==> config.mk <==
export PLATFORM = sky130hd
export DESIGN_NAME = exc_entry_seq
export DESIGN_NICKNAME = d
export VERILOG_FILES = /design/src/rtl/exc_entry_pkg.sv /design/src/rtl/exc_align_unit.sv /design/src/rtl/exc_frame_sel.sv /design/src/rtl/exc_vec_unit.sv /design/src/rtl/exc_entry_seq.sv
export SDC_FILE = /design/constraint.sdc
export NUM_CORES = 1
export LEC_CHECK = 0
export CAP_MARGIN = 15
export CORE_AREA = 8 8 228 230
export CTS_CLUSTER_SIZE = 14
export DETAILED_ROUTE_END_ITERATION = 10
export DIE_AREA = 0 0 236 238
export PLACE_DENSITY_LB_ADDON = 0.25
export SKIP_CTS_REPAIR_TIMING = 1
export SYNTH_ARGS = -nofsm -noshare
export SYNTH_HDL_FRONTEND = slang
export SYNTH_SLANG_ARGS = --single-unit
==> constraint.sdc <==
create_clock -name clk -period 3.4 [get_ports clk]
set_clock_uncertainty 0.2 [all_clocks]
set_input_delay 0.85 -clock clk [delete_from_list [all_inputs] [get_ports clk]]
set_output_delay 0.85 -clock clk [all_outputs]
set_load 0.02 [all_outputs]
==> src/rtl/exc_entry_pkg.sv <==
package exc_entry_pkg;

   typedef enum logic [2:0] {
      ST_IDLE   = 3'd0,
      ST_ALIGN  = 3'd1,
      ST_PUSH   = 3'd2,
      ST_ACK    = 3'd3,
      ST_VREAD  = 3'd4,
      ST_COMMIT = 3'd5,
      ST_DONE   = 3'd6
   } seq_state_e;

   // number of words in a context frame
   localparam int FRAME_WORDS    = 8;
   // status bit recording that a pad word was inserted
   localparam int ALIGN_FLAG_BIT = 9;

endpackage

==> src/rtl/exc_align_unit.sv <==
module exc_align_unit
   import exc_entry_pkg::*;
#(
   parameter int DW        = 32,
   parameter bit HAS_ALIGN = 1'b1
) (
   input  logic [DW-1:0] sp_i,
   input  logic [DW-1:0] psr_i,
   input  logic          en_i,
   output logic [DW-1:0] sp_o,
   output logic [DW-1:0] psr_o
);

   generate
      if (HAS_ALIGN) begin : g_align
         logic pad;
         always_comb begin
            pad   = en_i & sp_i[2];
            sp_o  = pad ? (sp_i - DW'(4)) : sp_i;
            psr_o = psr_i;
            if (pad) psr_o[ALIGN_FLAG_BIT] = 1'b1;
         end
      end else begin : g_noalign
         assign sp_o  = sp_i;
         assign psr_o = psr_i;
      end
   endgenerate

endmodule

==> src/rtl/exc_frame_sel.sv <==
module exc_frame_sel
   import exc_entry_pkg::*;
#(
   parameter int DW = 32,
   localparam int IW = $clog2(FRAME_WORDS)
) (
   input  logic [IW-1:0] idx_i,
   input  logic [DW-1:0] psr_i,
   input  logic [DW-1:0] pc_i,
   input  logic [DW-1:0] lr_i,
   input  logic [DW-1:0] r12_i,
   input  logic [DW-1:0] r3_i,
   input  logic [DW-1:0] r2_i,
   input  logic [DW-1:0] r1_i,
   input  logic [DW-1:0] r0_i,
   output logic [DW-1:0] word_o
);

   logic [DW-1:0] slot [FRAME_WORDS];

   // push order: highest address first
   assign slot[0] = psr_i;
   assign slot[1] = pc_i;
   assign slot[2] = lr_i;
   assign slot[3] = r12_i;
   assign slot[4] = r3_i;
   assign slot[5] = r2_i;
   assign slot[6] = r1_i;
   assign slot[7] = r0_i;

   assign word_o = slot[idx_i];

endmodule

==> src/rtl/exc_vec_unit.sv <==
module exc_vec_unit #(
   parameter int DW    = 32,
   parameter int EXC_W = 9
) (
   input  logic [DW-1:0]    base_i,
   input  logic [EXC_W-1:0] num_i,
   input  logic [DW-1:0]    vec_i,
   output logic [DW-1:0]    addr_o,
   output logic [DW-1:0]    pc_o,
   output logic             tbit_o
);

   logic [DW-1:0] offset;

   assign offset = DW'({num_i, 2'b00});
   assign addr_o = base_i + offset;
   assign pc_o   = {vec_i[DW-1:1], 1'b0};
   assign tbit_o = vec_i[0];

endmodule

==> src/rtl/exc_entry_seq.sv <==
module exc_entry_seq
   import exc_entry_pkg::*;
#(
   parameter int DW        = 32,
   parameter int EXC_W     = 9,
   parameter bit HAS_ALIGN = 1'b1
) (
   input  logic             clk,
   input  logic             rst_n,
   input  logic             start_i,
   input  logic [EXC_W-1:0] exc_num_i,
   input  logic [DW-1:0]    link_i,
   input  logic [DW-1:0]    vec_base_i,
   input  logic             align_en_i,
   input  logic [DW-1:0]    sp_i,
   input  logic [DW-1:0]    psr_i,
   input  logic [DW-1:0]    pc_i,
   input  logic [DW-1:0]    lr_i,
   input  logic [DW-1:0]    r12_i,
   input  logic [DW-1:0]    r3_i,
   input  logic [DW-1:0]    r2_i,
   input  logic [DW-1:0]    r1_i,
   input  logic [DW-1:0]    r0_i,
   output logic             mem_wr_valid_o,
   output logic [DW-1:0]    mem_wr_addr_o,
   output logic [DW-1:0]    mem_wr_data_o,
   input  logic             mem_wr_ready_i,
   input  logic             mem_wr_err_i,
   output logic             mem_rd_valid_o,
   output logic [DW-1:0]    mem_rd_addr_o,
   input  logic             mem_rd_ready_i,
   input  logic [DW-1:0]    mem_rd_data_i,
   input  logic             mem_rd_err_i,
   output logic             ack_o,
   output logic             commit_o,
   output logic [DW-1:0]    new_pc_o,
   output logic             new_tbit_o,
   output logic [DW-1:0]    new_lr_o,
   output logic [DW-1:0]    new_sp_o,
   output logic             stack_sel_o,
   output logic             it_clear_o,
   output logic             busy_o,
   output logic             done_o,
   output logic             lockup_o
);

   localparam int IW       = $clog2(FRAME_WORDS);
   localparam int LAST_IDX = FRAME_WORDS - 1;

   generate
      if (DW < 16) begin : g_chk_dw
         $error("exc_entry_seq: DW must be at least 16");
      end
      if (EXC_W < 1 || EXC_W > DW - 2) begin : g_chk_exc
         $error("exc_entry_seq: EXC_W out of range");
      end
   endgenerate

   seq_state_e       state_q;
   logic [IW-1:0]    idx_q;
   logic [DW-1:0]    sp_q, psr_q, pc_q, lr_q, r12_q, r3_q, r2_q, r1_q, r0_q;
   logic [DW-1:0]    link_q, base_q, vec_q;
   logic [EXC_W-1:0] num_q;
   logic             align_q;
   logic             lock_q;

   logic [DW-1:0]    sp_al, psr_al, push_word, vec_addr;
   logic             wr_fire, rd_fire;

   exc_align_unit #(.DW(DW), .HAS_ALIGN(HAS_ALIGN)) u_align (
      .sp_i  (sp_q),
      .psr_i (psr_q),
      .en_i  (align_q),
      .sp_o  (sp_al),
      .psr_o (psr_al)
   );

   exc_frame_sel #(.DW(DW)) u_frame (
      .idx_i  (idx_q),
      .psr_i  (psr_q),
      .pc_i   (pc_q),
      .lr_i   (lr_q),
      .r12_i  (r12_q),
      .r3_i   (r3_q),
      .r2_i   (r2_q),
      .r1_i   (r1_q),
      .r0_i   (r0_q),
      .word_o (push_word)
   );

   exc_vec_unit #(.DW(DW), .EXC_W(EXC_W)) u_vec (
      .base_i (base_q),
      .num_i  (num_q),
      .vec_i  (vec_q),
      .addr_o (vec_addr),
      .pc_o   (new_pc_o),
      .tbit_o (new_tbit_o)
   );

   assign mem_wr_valid_o = (state_q == ST_PUSH);
   assign mem_wr_addr_o  = sp_q - DW'(4);
   assign mem_wr_data_o  = push_word;
   assign mem_rd_valid_o = (state_q == ST_VREAD);
   assign mem_rd_addr_o  = vec_addr;
   assign wr_fire        = mem_wr_valid_o & mem_wr_ready_i;
   assign rd_fire        = mem_rd_valid_o & mem_rd_ready_i;

   assign ack_o       = (state_q == ST_ACK);
   assign commit_o    = (state_q == ST_COMMIT);
   assign done_o      = (state_q == ST_DONE);
   assign busy_o      = (state_q != ST_IDLE);
   assign new_lr_o    = link_q;
   assign new_sp_o    = sp_q;
   assign stack_sel_o = 1'b0;
   assign it_clear_o  = commit_o;
   assign lockup_o    = lock_q;

   always_ff @(posedge clk or negedge rst_n) begin
      if (!rst_n) begin
         state_q <= ST_IDLE;
         idx_q   <= '0;
         sp_q    <= '0;
         psr_q   <= '0;
         pc_q    <= '0;
         lr_q    <= '0;
         r12_q   <= '0;
         r3_q    <= '0;
         r2_q    <= '0;
         r1_q    <= '0;
         r0_q    <= '0;
         link_q  <= '0;
         base_q  <= '0;
         vec_q   <= '0;
         num_q   <= '0;
         align_q <= 1'b0;
         lock_q  <= 1'b0;
      end else begin
         unique case (state_q)
            ST_IDLE: begin
               if (start_i) begin
                  sp_q    <= sp_i;
                  psr_q   <= psr_i;
                  pc_q    <= pc_i;
                  lr_q    <= lr_i;
                  r12_q   <= r12_i;
                  r3_q    <= r3_i;
                  r2_q    <= r2_i;
                  r1_q    <= r1_i;
                  r0_q    <= r0_i;
                  link_q  <= link_i;
                  base_q  <= vec_base_i;
                  num_q   <= exc_num_i;
                  align_q <= align_en_i;
                  state_q <= ST_ALIGN;
               end
            end
            ST_ALIGN: begin
               sp_q    <= sp_al;
               psr_q   <= psr_al;
               idx_q   <= '0;
               state_q <= ST_PUSH;
            end
            ST_PUSH: begin
               if (wr_fire) begin
                  sp_q  <= sp_q - DW'(4);
                  idx_q <= idx_q + 1'b1;
                  if (mem_wr_err_i) begin
                     lock_q  <= 1'b1;
                     state_q <= ST_DONE;
                  end else if (idx_q == IW'(LAST_IDX)) begin
                     state_q <= ST_ACK;
                  end
               end
            end
            ST_ACK: state_q <= ST_VREAD;
            ST_VREAD: begin
               if (rd_fire) begin
                  if (mem_rd_err_i) begin
                     lock_q  <= 1'b1;
                     state_q <= ST_DONE;
                  end else begin
                     vec_q   <= mem_rd_data_i;
                     state_q <= ST_COMMIT;
                  end
               end
            end
            ST_COMMIT: state_q <= ST_DONE;
            ST_DONE:   state_q <= ST_IDLE;
            default:   state_q <= ST_IDLE;
         endcase
      end
   end

   // requests held steady under back-pressure
   a_r3_wr_hold: assert property (@(posedge clk) disable iff (!rst_n)
      mem_wr_valid_o && !mem_wr_ready_i |=>
         mem_wr_valid_o && $stable(mem_wr_addr_o) && $stable(mem_wr_data_o));
   a_r3_rd_hold: assert property (@(posedge clk) disable iff (!rst_n)
      mem_rd_valid_o && !mem_rd_ready_i |=> mem_rd_valid_o && $stable(mem_rd_addr_o));
   // acknowledge is followed directly by the vector read
   a_r7_ack_then_read: assert property (@(posedge clk) disable iff (!rst_n)
      ack_o |=> mem_rd_valid_o && !ack_o);
   // read error aborts without commit and locks up
   a_r8_rd_err_abort: assert property (@(posedge clk) disable iff (!rst_n)
      rd_fire && mem_rd_err_i |=> done_o && lockup_o && !commit_o);
   a_r8_lock_sticky: assert property (@(posedge clk) disable iff (!rst_n)
      lockup_o |=> lockup_o);
   // write error aborts without acknowledge
   a_r9_wr_err_abort: assert property (@(posedge clk) disable iff (!rst_n)
      wr_fire && mem_wr_err_i |=> done_o && lockup_o && !ack_o && !mem_rd_valid_o);
   // commit is followed by done
   a_r6_commit_done: assert property (@(posedge clk) disable iff (!rst_n)
      commit_o |=> done_o && !commit_o);
   // captured exception number cannot change mid-sequence
   a_r10_num_held: assert property (@(posedge clk) disable iff (!rst_n)
      busy_o && !done_o |=> $stable(mem_rd_addr_o) || !$past(mem_rd_valid_o));
   // busy shape
   a_r11_done_idle: assert property (@(posedge clk) disable iff (!rst_n)
      done_o |=> !busy_o && !done_o);
   a_r11_start_busy: assert property (@(posedge clk) disable iff (!rst_n)
      start_i && !busy_o |=> busy_o);

endmodule

* Word level (Yosys, flattened, before mapping)
Index checks and enable logic that the tools add are counted.
** Word-level totals
- Register bits :: 401
- Latch bits :: 0
- Bits in writable memories :: 0
- Memory bits (read-only) :: 0
- Input bits :: 401
- Output and inout port bits :: 202
- Memories :: 0
** Operators by class
- $add $sub $neg :: 3
- $mul :: 0
- Div/mod/pow operators :: 0
- Order comparisons :: 1
- Equality and inequality tests :: 14
- Shift operators :: 0
- Muxes and demuxes :: 24
- Bitwise gates (word level) :: 6
- Reductions and logical operators :: 14
** Operators with widths (number)
- 32-bit two-way mux :: 6
- 32-bit binary-select mux with 3-bit select :: 1
- 32-bit one-hot mux with 3 select lines :: 1
- 32-bit one-hot mux with 2 select lines :: 1
- 32-bit by 11-bit adder with 32-bit output :: 1
- 32-bit by 3-bit subtractor with 32-bit output, second input constant :: 1
- 3-bit two-way mux :: 6
- 3-bit one-hot mux with 6 select lines :: 1
- 3-bit equality test, second input constant :: 4
- 2-bit by 1-bit != test with 1-bit output, second input constant :: 5
- 3-bit AND reduction :: 3
- 4-bit AND reduction :: 2
- 3-bit by 2-bit equality test with 1-bit output, second input constant :: 2
- 3-bit one-hot mux with 2 select lines :: 1
- 2-bit nonzero test :: 3
- 3-bit nonzero test :: 2
- 1-bit two-way mux :: 5
- 5-bit AND reduction :: 1
- 4-bit >= comparator, second input constant :: 1
- 3-bit NOT with 4-bit output :: 1
- 2-bit AND reduction :: 2
- 3-bit by 1-bit adder with 3-bit output, second input constant :: 1
- 1-bit bitwise AND :: 3
- 3-bit by 1-bit equality test with 1-bit output, second input constant :: 1
- other kinds (6) :: 7

* Depth between registers and ports, before layout
- Depth in word-level cells :: 5
- Depth in mapped cells :: 10
- Mapped depth without buffers :: 9

* Modules after synthesis
Synthesis repeated with hierarchy kept, for this count alone.
** Unflattened totals
- Cell total of the unflattened synthesis :: 2239
- Area, all modules :: 20569.7 um^2
** By module, submodules not included
- exc_entry_seq :: instances 1, cells an instance 1866, area each 16657.2 um^2, seq. area each 10034.6 um^2
- exc_frame_sel :: instances 1, cells an instance 114, area each 2073.2 um^2, seq. area each 0.0 um^2
- exc_vec_unit :: instances 1, cells an instance 162, area each 1182.4 um^2, seq. area each 0.0 um^2
- exc_align_unit :: instances 1, cells an instance 97, area each 656.9 um^2, seq. area each 0.0 um^2

* Least setup slack after synthesis
Ideal clock, no wire load.
- Path kind :: register to output
- Start point :: reg sp_q[2] (netlist: new_sp_o[2])
- End point :: out mem_wr_addr_o[24]
- Arrival :: 2.750 ns
- Required time :: 2.350 ns
- Slack :: -0.400 ns
- Cell stages (with the launch flop) :: 7
- Cell sequence :: dfrtp_1 > inv_1 > ha_1 > or3b_2 > or4_4 > or4b_4 > xnor2_1
** On the way
- Longest elaborated chain between the ends :: 1
** Ends and longest elaborated chain
- start: declaration :: RTL line exc_entry_seq.sv:61 : logic [DW-1:0] sp_q, psr_q, pc_q, lr_q, r12_q, r3_q, r2_q, r1_q, r0_q;
- start signal: assignment :: RTL line exc_entry_seq.sv:141 : sp_q <= sp_i;
- start signal: assignment :: RTL line exc_entry_seq.sv:158 : sp_q <= sp_al;
- start signal: assignment :: RTL line exc_entry_seq.sv:165 : sp_q <= sp_q - DW'(4);
- 32-bit by 3-bit subtractor with 32-bit output :: RTL line exc_entry_seq.sv:101 : assign mem_wr_addr_o = sp_q - DW'(4);
- end: declaration :: RTL line exc_entry_seq.sv:25 : output logic [DW-1:0] mem_wr_addr_o,
Every way passes these cells.

* Worst setup path in the final report
- Start point :: reg base_q[2]
- End point :: out mem_rd_addr_o[26]
** On the way
- Longest elaborated chain between the ends :: 1
** Ends and longest elaborated chain
- start: declaration :: RTL line exc_entry_seq.sv:62 : logic [DW-1:0] link_q, base_q, vec_q;
- start signal: assignment :: RTL line exc_entry_seq.sv:151 : base_q <= vec_base_i;
- 32-bit by 11-bit adder with 32-bit output :: RTL line exc_vec_unit.sv:16 : assign addr_o = base_i + offset;
- end: declaration :: RTL line exc_entry_seq.sv:30 : output logic [DW-1:0] mem_rd_addr_o,
Every way passes these cells.

==> results.cfg <==
[logic_synthesis]
ys_ff_latch = 401
yosysWarningCount = 0
synth_flop_cell = sky130_fd_sc_hd__dfrtp_1
seq_total_area_yosys_pct = 53.50
number_of_standard_cells_after_synthesis = 2078
post_synth_num_cell_types = 54
synth.avg_cell_area_um2 = 9.026
ys_async_sr_fraction_pct = 100.0
synth_enable_flop_cells = 0
synthesis.area_mm2 = 0.01876

[floorplan]
die_w_um = 236
initial_util_pct = 38.80
rows = 81
floorplan.die.height_um = 238
top_level_ports = 603
design.die.area_mm2 = 0.05617
coreArea_mm2 = 0.04834

[global_route]
grt_overflow_total = 0
maximum_number_of_pins_on_one_net_before_global_route_repair = 93
grt_util_all_layers_pct = 24.12
grt_pass1_wl_um = 106700
antenna_found_initial = 28
grt_pass1_vias = 18030

[outcome]
violations = negative setup slack
run_status = finished with violations

[pwr]
switchingPower_uw = 11740
cellPowerDensity_mw_per_mm2 = 997.3
leak_uw = 0.01397
clockPowerShare_pct = 16.9
intPower_uw = 16930
power_switching_share_pct = 40.94
p_total_uw = 28660
power.share.sequential_pct = 29.9
power.combinational.fraction_pct = 53.3
irDropWorstVdd_mv = 0.5598

[finish]
area_growth_syn_to_layout_pct = 53.24
final_net_count = 3188
commonest_non_fill_non_tap_cell_in_the_layout = sky130_fd_sc_hd__nand2_1
final_layout_size_suffix_gt1_share_pct = 19.17
most-common-layout-cells = sky130_fd_sc_hd__nand2_1 (1082), sky130_fd_sc_hd__clkdlybuf4s50_1 (511), sky130_fd_sc_hd__dfrtp_1 (391)

[placed_design]
buffer_ports.inserted = 600
worst_setup_slack_before_clock_tree_synthesis_ps = -521.2
dpl.hpwl_um = 53100
finalWeightedCongestion = 0.9240

[timing]
fin_crit_ps = 4023
report.final.hold_viol_count = 0
fin_crit_sh_pct = 118.3
maxClockFrequency_mhz = 248.5
worst_slew_pin_tran_ps = 901.9
finalMaxSlewViolations = 0
setup_viol_count_final = 47
postLayoutSetupSlackWorst_ps = -623.4
rsz0062_at_grt = yes
max_slew_margin_pct = 39.66

[routing]
routed_wire_length_per_instance_um = 20.82
first_pass_iters = 5
drt-total-wl_um = 71760
route.detailed.drc = 0
dr_total_vias = 17280
initialDrtViolationCount = 1209
route.detailed.vias_per_inst = 5.014
postRouteAntennaNets = 0

[clock_tree]
insertion_delay_ps = 550
clock_path_buffers = 3
numClockSinks = 401
clk_root_buffer_cell = sky130_fd_sc_hd__clkbuf_16
tritoncts = done
clock_tree.htree_level_count = 2
cts.reportedPaths.clkPinSlew_ps = 60
cts_inserted_buffers = 44

[worst_setup_path]
worst_setup_path_start_kind = flop
critPathArrivalTime_ps = 2970
crit_path_capture_type = output port
cp_data_required_time_ps = 2350
slack_of_the_worst_reg_to_reg_path_ps = 570
critical_path.max_fanout = 5
worst-setup-path-type = reg2out

[job]
max_cap_viol_count = 0

[min_path]
hold_path_class = in2async
==> cells in the mapped netlist, types with 15 or more instances <==
cell type	n	area share, %
sky130_fd_sc_hd__mux2_2	32	1.9
sky130_fd_sc_hd__nand2_1	1101	22
sky130_fd_sc_hd__mux4_2	64	7.7
sky130_fd_sc_hd__o22ai_1	18	0.60
sky130_fd_sc_hd__clkbuf_1	106	2.1
sky130_fd_sc_hd__o21ai_0	18	0.48
sky130_fd_sc_hd__dfrtp_1	401	54
sky130_fd_sc_hd__inv_1	15	0.30
sky130_fd_sc_hd__nand3_1	53	1.4
sky130_fd_sc_hd__a21oi_1	34	0.91
sky130_fd_sc_hd__nor2_1	35	0.70
sky130_fd_sc_hd__buf_1	19	0.38
sky130_fd_sc_hd__xnor2_1	44	2.1
==> routing by layer <==
metal	routed length, um	share of wire [%]	track usage [%]	vias up
met4	1687	2.4	7.027	22
met1	27920	39	27.89	8402
met2	36860	51	43.24	606
met5	141	0.20	0	-
met3	5150	7.2	6.876	125
li1	-	-	-	8124
==> registers in the layout, indices dropped and copies added, names as in the netlist, 3 cells and up <==
register / count
state_q: 3
vec_q: 32
num_q: 9
r2_q: 32
new_lr_o: 32
r1_q: 32
idx_q: 3
r3_q: 32
psr_q: 32
r0_q: 32
pc_q: 32
lr_q: 32
new_sp_o: 32
base_q: 32
r12_q: 32
==> metrics by stage <==
| stage | setup TNS [ps] | area [um2] | std cells | hold WS, ps | utilization [%] |
|---|---|---|---|---|---|
| after global routing | -18490 | 28730 | 3441 | 74.55 | 59.42 |
| final | -14320 | 28740 | 3446 | 40.88 | 59.45 |
| after global placement | -12660 | 26350 | 3297 | 246.2 | 54.51 |
| after CTS | -56990 | 27810 | 3375 | 52.51 | 57.52 |
| after floorplan | -23.11 | 18820 | 2079 | 234.1 | - |
| after detailed placement | -15460 | 26350 | 3297 | 255.5 | 54.51 |
==> critical path, cell delays in order (launching register included) <==
cell and delay [ps]:
sky130_fd_sc_hd__dfrtp_1 390, sky130_fd_sc_hd__ha_2 200, sky130_fd_sc_hd__inv_2 60, sky130_fd_sc_hd__fa_2 220, sky130_fd_sc_hd__inv_2 40, sky130_fd_sc_hd__a21o_1 170
sky130_fd_sc_hd__a221o_1 430, sky130_fd_sc_hd__a221o_2 480, sky130_fd_sc_hd__nand4_1 120, sky130_fd_sc_hd__xnor2_1 140, sky130_fd_sc_hd__buf_4 170
==> final timing paths <==
check                        startpoint           endpoint  cells past startpoint
min reg2reg                   psr_q[31]          psr_q[31]                      2
min in group clk              psr_q[31]          psr_q[31]                      2
max                           base_q[2]  mem_rd_addr_o[26]                     10
max in group asynchronous         rst_n            r2_q[1]                      2
max reg2reg                new_sp_o[11]       new_sp_o[24]                      6
min                               rst_n           r3_q[15]                      1
==> power groups by stage <==
stage                     registers (uW)  clock network, uW  logic (uW)
final                               8560               4830       15300
after global routing                8830               5110       16500
after CTS                           8490               4930       14800
after detailed placement            8550                  0       14700
after global placement              8400                  0       14500
after floorplan                     8880                  0        7580
==> kinds of logic (layout without fill, tap and decap cells) <==
kind of cell	after synthesis	after routing	synth area share [%]
simple gates	1251	1251	26.40
flops	401	401	53.50
compound gates	111	113	3.743
fa+ha+maj	13	13	0.9073
mux	100	100	9.820
xor+xnor	54	54	2.522
other cells	1	20	0.01999
buf+inv	147	872	3.082
==> area by class of cell <==
cell class                 count  area, um2
fill                        4156      19600
sequential                   401      10050
multi-input combinational   1533       8722
timing repair buffer         779       7627
clock buffer                  63       1304
tap                          622      778.2
clock inverter                15      152.6
inverter                      15      58.81
antenna                       18      45.04
Power figures use the tool's default switching activity.
